==> config.mk <==
export PLATFORM = sky130hd
export DESIGN_NAME = chstat_capture
export DESIGN_NICKNAME = d
export VERILOG_FILES = /design/src/rtl/chstat_pkg.sv /design/src/rtl/chstat_lane.sv /design/src/rtl/chstat_irq.sv /design/src/rtl/chstat_capture.sv
export SDC_FILE = /design/constraint.sdc
export NUM_CORES = 1
export LEC_CHECK = 0
export BUFFER_PORTS_ARGS = -buffer_cell sky130_fd_sc_hd__buf_2
export CORE_AREA = 3 3 141 143
export DETAILED_ROUTE_END_ITERATION = 10
export DIE_AREA = 0 0 144 146
export PLACE_DENSITY = 0.84
export SYNTH_ARGS = -nofsm -noshare
export SYNTH_HDL_FRONTEND = slang
export SYNTH_SLANG_ARGS = --single-unit
export TNS_END_PERCENT = 100
==> constraint.sdc <==
create_clock -name clk -period 3.78 [get_ports clk]
set_input_delay 0.378 -clock clk [delete_from_list [all_inputs] [get_ports clk]]
set_output_delay 0.378 -clock clk [all_outputs]
set_load 0.02 [all_outputs]
==> src/rtl/chstat_pkg.sv <==
package chstat_pkg;
   localparam int CHSTAT_BITS_DEF  = 40;
   localparam int CHSTAT_BLOCK_DEF = 192;
   localparam int CHSTAT_LANES     = 2;

   typedef enum logic {
      CHAN_A = 1'b0,
      CHAN_B = 1'b1
   } chan_e;
endpackage

==> src/rtl/chstat_lane.sv <==
module chstat_lane #(
   parameter int STAT_BITS = chstat_pkg::CHSTAT_BITS_DEF
) (
   input  logic                 clk,
   input  logic                 rst_n,
   input  logic                 hit,
   input  logic                 restart,
   input  logic                 bit_in,
   output logic [STAT_BITS-1:0] vis,
   output logic                 diff
);
   localparam int IDXW = $clog2(STAT_BITS + 1);
   localparam logic [IDXW-1:0] IDX_DONE = IDXW'(STAT_BITS);
   localparam logic [IDXW-1:0] IDX_LAST = IDXW'(STAT_BITS - 1);
   localparam logic [IDXW-1:0] IDX_ONE  = IDXW'(1);

   logic [IDXW-1:0]      idx;
   logic [STAT_BITS-1:0] shadow;
   logic [STAT_BITS-1:0] merged;
   logic                 collecting;
   logic                 last;

   // idx saturates at IDX_DONE: waiting for a block start or past the kept bits
   assign collecting = hit & ~restart & (idx < IDX_DONE);
   assign last       = collecting & (idx == IDX_LAST);

   always_comb begin
      merged = shadow;
      for (int k = 0; k < STAT_BITS; k++) begin
         if (idx == IDXW'(k)) merged[k] = bit_in;
      end
   end

   assign diff = last & (merged != vis);

   always_ff @(posedge clk or negedge rst_n) begin
      if (!rst_n) begin
         idx    <= IDX_DONE;
         shadow <= '0;
         vis    <= '0;
      end else if (restart) begin
         if (hit) begin
            shadow <= {{(STAT_BITS-1){1'b0}}, bit_in};
            idx    <= IDX_ONE;
         end else begin
            shadow <= '0;
            idx    <= '0;
         end
      end else if (collecting) begin
         shadow <= merged;
         idx    <= idx + IDX_ONE;
         if (last) vis <= merged;
      end
   end
endmodule

==> src/rtl/chstat_irq.sv <==
module chstat_irq #(
   parameter int N_LANES = chstat_pkg::CHSTAT_LANES
) (
   input  logic               clk,
   input  logic               rst_n,
   input  logic [N_LANES-1:0] diff,
   input  logic               en,
   input  logic               clr,
   output logic               irq
);
   logic set_now;
   assign set_now = en & (|diff);

   always_ff @(posedge clk or negedge rst_n) begin
      if (!rst_n) irq <= 1'b0;
      else        irq <= set_now | (irq & ~clr);
   end
endmodule

==> src/rtl/chstat_capture.sv <==
module chstat_capture #(
   parameter int STAT_BITS    = chstat_pkg::CHSTAT_BITS_DEF,
   parameter int BLOCK_FRAMES = chstat_pkg::CHSTAT_BLOCK_DEF
) (
   input  logic                 clk,
   input  logic                 rst_n,
   input  logic                 sub_vld,
   input  logic                 sub_chan,
   input  logic                 blk_start,
   input  logic                 stat_bit,
   input  logic                 irq_en,
   input  logic                 irq_clr,
   output logic [STAT_BITS-1:0] stat_a,
   output logic [STAT_BITS-1:0] stat_b,
   output logic                 irq
);
   localparam int N_LANES = chstat_pkg::CHSTAT_LANES;

   if (STAT_BITS < 2 || STAT_BITS > BLOCK_FRAMES) begin : g_bad_cfg
      $error("chstat_capture: STAT_BITS must lie in 2..BLOCK_FRAMES");
   end

   logic                                restart;
   logic [N_LANES-1:0]                  lane_diff;
   logic [N_LANES-1:0][STAT_BITS-1:0]   lane_vis;

   assign restart = sub_vld & blk_start;

   for (genvar g = 0; g < N_LANES; g++) begin : g_lane
      logic lane_hit;
      assign lane_hit = sub_vld & (sub_chan == 1'(g));

      chstat_lane #(.STAT_BITS(STAT_BITS)) u_lane (
         .clk     (clk),
         .rst_n   (rst_n),
         .hit     (lane_hit),
         .restart (restart),
         .bit_in  (stat_bit),
         .vis     (lane_vis[g]),
         .diff    (lane_diff[g])
      );
   end

   assign stat_a = lane_vis[chstat_pkg::CHAN_A];
   assign stat_b = lane_vis[chstat_pkg::CHAN_B];

   chstat_irq #(.N_LANES(N_LANES)) u_irq (
      .clk   (clk),
      .rst_n (rst_n),
      .diff  (lane_diff),
      .en    (irq_en),
      .clr   (irq_clr),
      .irq   (irq)
   );
endmodule

# Word level (Yosys, flattened, before mapping)
# Cells that the tools add are included.
[word_totals] reg_bits=173 inputBits=8 out_inout_bits=81 wordCells=207
[classes] addsub=2 n_lt_le_gt_ge=2 eq_ne=80 n_mux=92 n_bitwise=17 n_reduce_logical=7
[ops] cell="$eq 6x5->1 const B" n=32
[ops] cell="$mux 40" n=4
[ops] cell="$eq 6x4->1 const B" n=16
[ops] cell="$eq 6x6->1 const B" n=16
[ops] cell="$mux 1" n=84
[ops] cell="$ne 40x40->1" n=2
[ops] cell="$eq 6x3->1 const B" n=8
[ops] cell="$eq 6x2->1 const B" n=4
[ops] cell="$mux 6" n=4
[ops] cell="$and 1x1->1" n=13
[ops] cell="$add 6x1->6 const B" n=2
[ops] cell="$eq 6x1->1 const B" n=2
[ops] cell="$logic_not 6->1" n=2
[ops] cell="$lt 6x6->1 const B" n=2
[ops] cell="$reduce_and 3->1" n=2
[ops] cell="$reduce_bool 2->1" n=2
[ops] cell="$not 1->1" n=3
[ops] cell="$reduce_or 2->1" n=1
[ops] cell="$or 1x1->1" n=1

# Longest topological paths before layout
[logic_depth] depth_word=9 ltp_mapped=12

# Hierarchy
# A second synthesis with hierarchy kept.
[unflattened] cells_unflattened=1193 hier_area_um2=10588.9
[modules_own_cells] module="chstat_lane" n_inst=2 cells_per_inst=593 area_each_um2=5263.8 seq_area_each_um2=2154.6
[modules_own_cells] module="chstat_irq" n_inst=1 cells_per_inst=4 area_each_um2=38.8 seq_area_each_um2=25.0
[modules_own_cells] module="chstat_capture" n_inst=1 cells_per_inst=3 area_each_um2=22.5 seq_area_each_um2=0.0

# Least setup slack after synthesis
# No wires, ideal clock.
[synth_path] path_kind="flip-flop to flip-flop" start="reg g_lane[0].u_lane.idx[0]" end="reg u_irq.irq" t_arrival_ns=2.574 required_ns=3.635 setup_slack_ns=1.062 stages_incl_launch_ff=13 path_buffers=2 cell_sequence="dfrtp_1 inv_1 ha_1 buf_2 and3b_1 buf_6 a21oi_2 a2111oi_4 and3_1 nand4_1 or4_1 o311ai_1 o221ai_1"
[synth_via] elab_chain_len=7 elab_cells_between_ends=88 cone_classes="order compare: 1; eq/ne: 40; mux: 40; bitwise: 5; reduce/logical: 2"
[synth_lines] element="from (decl)" line="chstat_lane.sv:17" text="logic [IDXW-1:0] idx;"
[synth_lines] element="from (signal assigned)" line="chstat_lane.sv:51" text="idx <= idx + IDX_ONE;"
[synth_lines] element="$eq 6x1->1 (tied with other cells)" line="chstat_lane.sv:30" text="if (idx == IDXW'(k)) merged[k] = bit_in;"
[synth_lines] element="$mux 1 or $and 1x1->1 (tied branches)" line="chstat_lane.sv:30, chstat_lane.sv:24"
[synth_lines] element="$ne 40x40->1 or $and 1x1->1 (tied branches)" line="chstat_lane.sv:34, chstat_lane.sv:25"
[synth_lines] element="$and 1x1->1 (*)" line="chstat_lane.sv:34" text="assign diff = last & (merged != vis);"
[synth_lines] element="$reduce_or 2->1 (*)" line="chstat_irq.sv:12" text="assign set_now = en & (|diff);"
[synth_lines] element="$and 1x1->1 (*)" line="chstat_irq.sv:12"
[synth_lines] element="$or 1x1->1 (*)" line="chstat_irq.sv:16" text="else irq <= set_now | (irq & ~clr);"
[synth_lines] element="to (signal assigned)" line="chstat_irq.sv:16"
[synth_lines] element="to (decl)" line="chstat_irq.sv:9" text="output logic irq"
# Every way passes the cells marked *; elsewhere a longest branch is shown, timed or not.
# A chain may end at the register's enable or synchronous reset.

# Worst setup path in the final report
# Same ends and word-level chain as after synthesis.

==> results.md <==
- Yosys warns: 0
- Period utilization: 0.931
- Dpl hpwl: 24500 um
- Sw power: 1.17 mW
- Number of flops mapped to enable cells by yosys: 0
- Total gr overflow: 0
- CTS Buffer Depth: 2
- Layout cell share with drive strength beyond 1: 0.148
- FFs w/ async S/R, synth: 1.00
- Clock Skew: 0.00939 ns
- Nets: approximately 1200
- Number of remaining DRC errors: 0
- CP max-delay cell: nor4_1
- Setup TNS: 0 ns
- FP Rows: 50
- Main area contributors after synthesis: dfrtp_1, o21ai_0, mux2i_1
- Worst path depth: 10
- Synth cell count leaders: dfrtp_1, o21ai_0, nand2_1, a21oi_1, nor2_1
- Hold Vio Cnt, Final: 0
- Pin slew with the least headroom to its limit: ~1.0 ns
- Worst Setup SP: g_lane[0].u_lane.idx[0]$_DFFE_PN0P_
- Pwr per Cell Area: 363 mW/mm2
- Synth Instances: roughly 1200
- Clk sinks: 173
- Required @ worst endpoint: 4.06 ns
- Detail Route Antenna Nets: 0
- Hold_ws: slightly above 0.007 ns
- Register share of total power: 0.455
- Drt pass-1 iters: 5
- CP peak stage delay: 0.52 ns
- Comb pwr share: 0.115
- Cell total after placement: 1442
- Port Buf Inserts: 88
- CP Capture Type: flop
- Launching point of the worst reg2reg path: g_lane[0].u_lane.idx[0]$_DFFE_PN0P_
- Critical path launch point type: flop
- Hold crit path type: input pin to async pin
- Via count: 9715
- Clk Tree Root Cell: clkbuf_16
- P_leak: 5.31 nW
- Setup Crit Path Kind: flop to flop
- Total Wirelength: between 30000 and 40000 um
- R2r setup slk: roughly 0.26 ns
- Syn-to-layout area delta: 12.0%
- Worst vdd ir: 0.000306 V
- Clock Pin Slew Worst Setup and Hold Paths: 0.07 ns
- F_max: 284 MHz
- Post-Layout Cell Count: 1474
- Initial antenna violation count: 0
- DR vias/cell: 6.59
- Post-synth top area share: 0.411
- Max Cap Violations: 0
- CP cell instances: inv_1, ha_1, and3b_1, a21oi_1, a2111oi_0, o2111ai_1, nor4_1, nand4_1, o311ai_1, o221ai_1
- Setup violators final: 0
- Final worst path period need: between 3 and 4 ns
- Slew margin rel.: 0.301
- Number of library cell types mapped by synthesis: between 70 and 80
- I/O pins: 89
- Mapped cell area: 0.0103 mm2
- Largest net degree at the start of global routing: 88
- All-layer global routing usage: 0.322
- CTS buffer count: 17
- Count leader, synth: dfrtp_1
- Top delay family on crit path: compound AO/OA/AOI/OAI gates
- Htree depth: 4
- Die Wd: 144 um
- Critical Path End: u_irq.irq$_DFF_PN0_
- Final core occ: 0.617
- Final Max Slew Viols: 0
- Initial Util: 0.550
- CP Data Arrival Time: 3.80 ns
- CTS tree: built
- Cts hold-fix bufs: 0
- DRT iter0 DRCs: 932
- Clock share of power: 0.430
- Worst-Skew Late Latency: 0.43 ns
- Int Pwr: 3.01 mW
- CP Buf/Inv Count: 1
- Wire per inst: 23.2 um
- Worst reg2reg path endpoint: u_irq.irq$_DFF_PN0_
- Syn Nets: 1185
- Core ar.: 0.0187 mm2
- Seq/Total Area, Yosys: 0.421
- Top_reg_cell synth: dfrtp_1
- Leading area contributor after synthesis: dfrtp_1
- Die area: 0.0210 mm2
- Yosys reg bits: 173
- # resized after CTS: 0
- Sw frac: 0.280
- CP max FO: 10
- Final GP Congestion: 1.00
- Ant diodes: 0
- Vias in the first global route: around 9000
- RSZ-0062 raised after global routing: no
- Outcome: complete, no violations
- First-pass GRT wire length: between 50000 and 60000 um
- Setup bufs post-CTS: 0
- Syn_area_per_cell: 8.82 um2
- Worst r2r path cells: 10
- Die H: approximately 150 um
logic make-up after synthesis:
kind of cell             synth area share
AO/OA/AOI/OAI                       0.227
XOR/XNOR                           0.0272
adder cells (fa/ha/maj)            0.0122
buffers and inverters              0.0523
flip-flops                          0.421
multiplexers                       0.0656
AND/OR/NAND/NOR                     0.195
per-layer routing:
layer  share of wire  track usage
met4           0.059        0.160
met2            0.48        0.523
met5               0            0
met3           0.073       0.0546
met1            0.39        0.414
power by group through the flow:
stage | clock network, mW | logic (mW) | registers, mW
final | 1.80 | 0.483 | 1.90
after global routing | 1.88 | 0.519 | 1.90
after CTS | 1.81 | 0.476 | 1.90
after detailed placement | 0 | 0.473 | 1.94
after global placement | 0 | 0.468 | 1.93
after floorplan | 0 | 0.305 | 1.92
cells in the final DEF, fill, tap and decap left out, types with 28 or more instances in the layout:
master   count
mux2i_1     65
buf_4       28
o21ai_0    137
nand2_1    117
nor2_1      82
dfrtp_1    169
o22ai_1     38
buf_2       87
a21oi_1    115
inv_1       44
metrics by stage:
| step | power [mW] | setup WS (ns) | cell area, um2 |
|---|---|---|---|
| after floorplan | 2.22 | 1.06 | 10300 |
| after global placement | 2.40 | 0.342 | 10900 |
| after detailed placement | 2.41 | 0.312 | 10900 |
| after CTS | 4.18 | 0.310 | 11500 |
| after global routing | 4.30 | 0.00256 | 11500 |
| final | 4.18 | 0.261 | 11500 |
sequential cells by signal, summed over array words and instances (netlist names):
signal,flops
u_irq.irq,1
g_lane.u_lane.shadow,80
g_lane.u_lane.idx,12
g_lane.u_lane.vis,80
worst register-to-register path, delay by kind of cell, from the launching register on:
| family | cells | cell delay [ns] |
|---|---|---|
| compound gates | 5 | 1.29 |
| fa+ha+maj | 1 | 0.33 |
| buf+inv | 1 | 0.14 |
| flops | 1 | 0.43 |
| simple gates | 3 | 1.17 |
worst min path at each step:
stage | startpoint | to | slack [ns] | depth (start not counted)
2_1_floorplan | rst_n | g_lane[0].u_lane.idx[0]$_DFFE_PN0P_ | 0.08 | 0
3_3_place_gp | g_lane[0].u_lane.shadow[6]$_DFFE_PN0P_ | g_lane[0].u_lane.shadow[6]$_DFFE_PN0P_ | 0.46 | 2
5_1_grt | rst_n | g_lane[0].u_lane.shadow[32]$_DFFE_PN0P_ | 0.05 | 1
6_report | rst_n | g_lane[0].u_lane.shadow[30]$_DFFE_PN0P_ | 0.007 | 1
4_1_cts | rst_n | g_lane[0].u_lane.vis[30]$_DFFE_PN0P_ | 0.04 | 1
3_5_place_dp | g_lane[0].u_lane.shadow[6]$_DFFE_PN0P_ | g_lane[0].u_lane.shadow[6]$_DFFE_PN0P_ | 0.47 | 2
layout make-up:
class	count	area, um2
clock buffer	19	433
clock inverter	13	154
fill	1610	7170
inverter	44	165
multi-input combinational	872	5440
sequential	173	4330
tap	234	293
timing repair buffer	119	717
No activity file was read; power rests on OpenSTA's default activity.
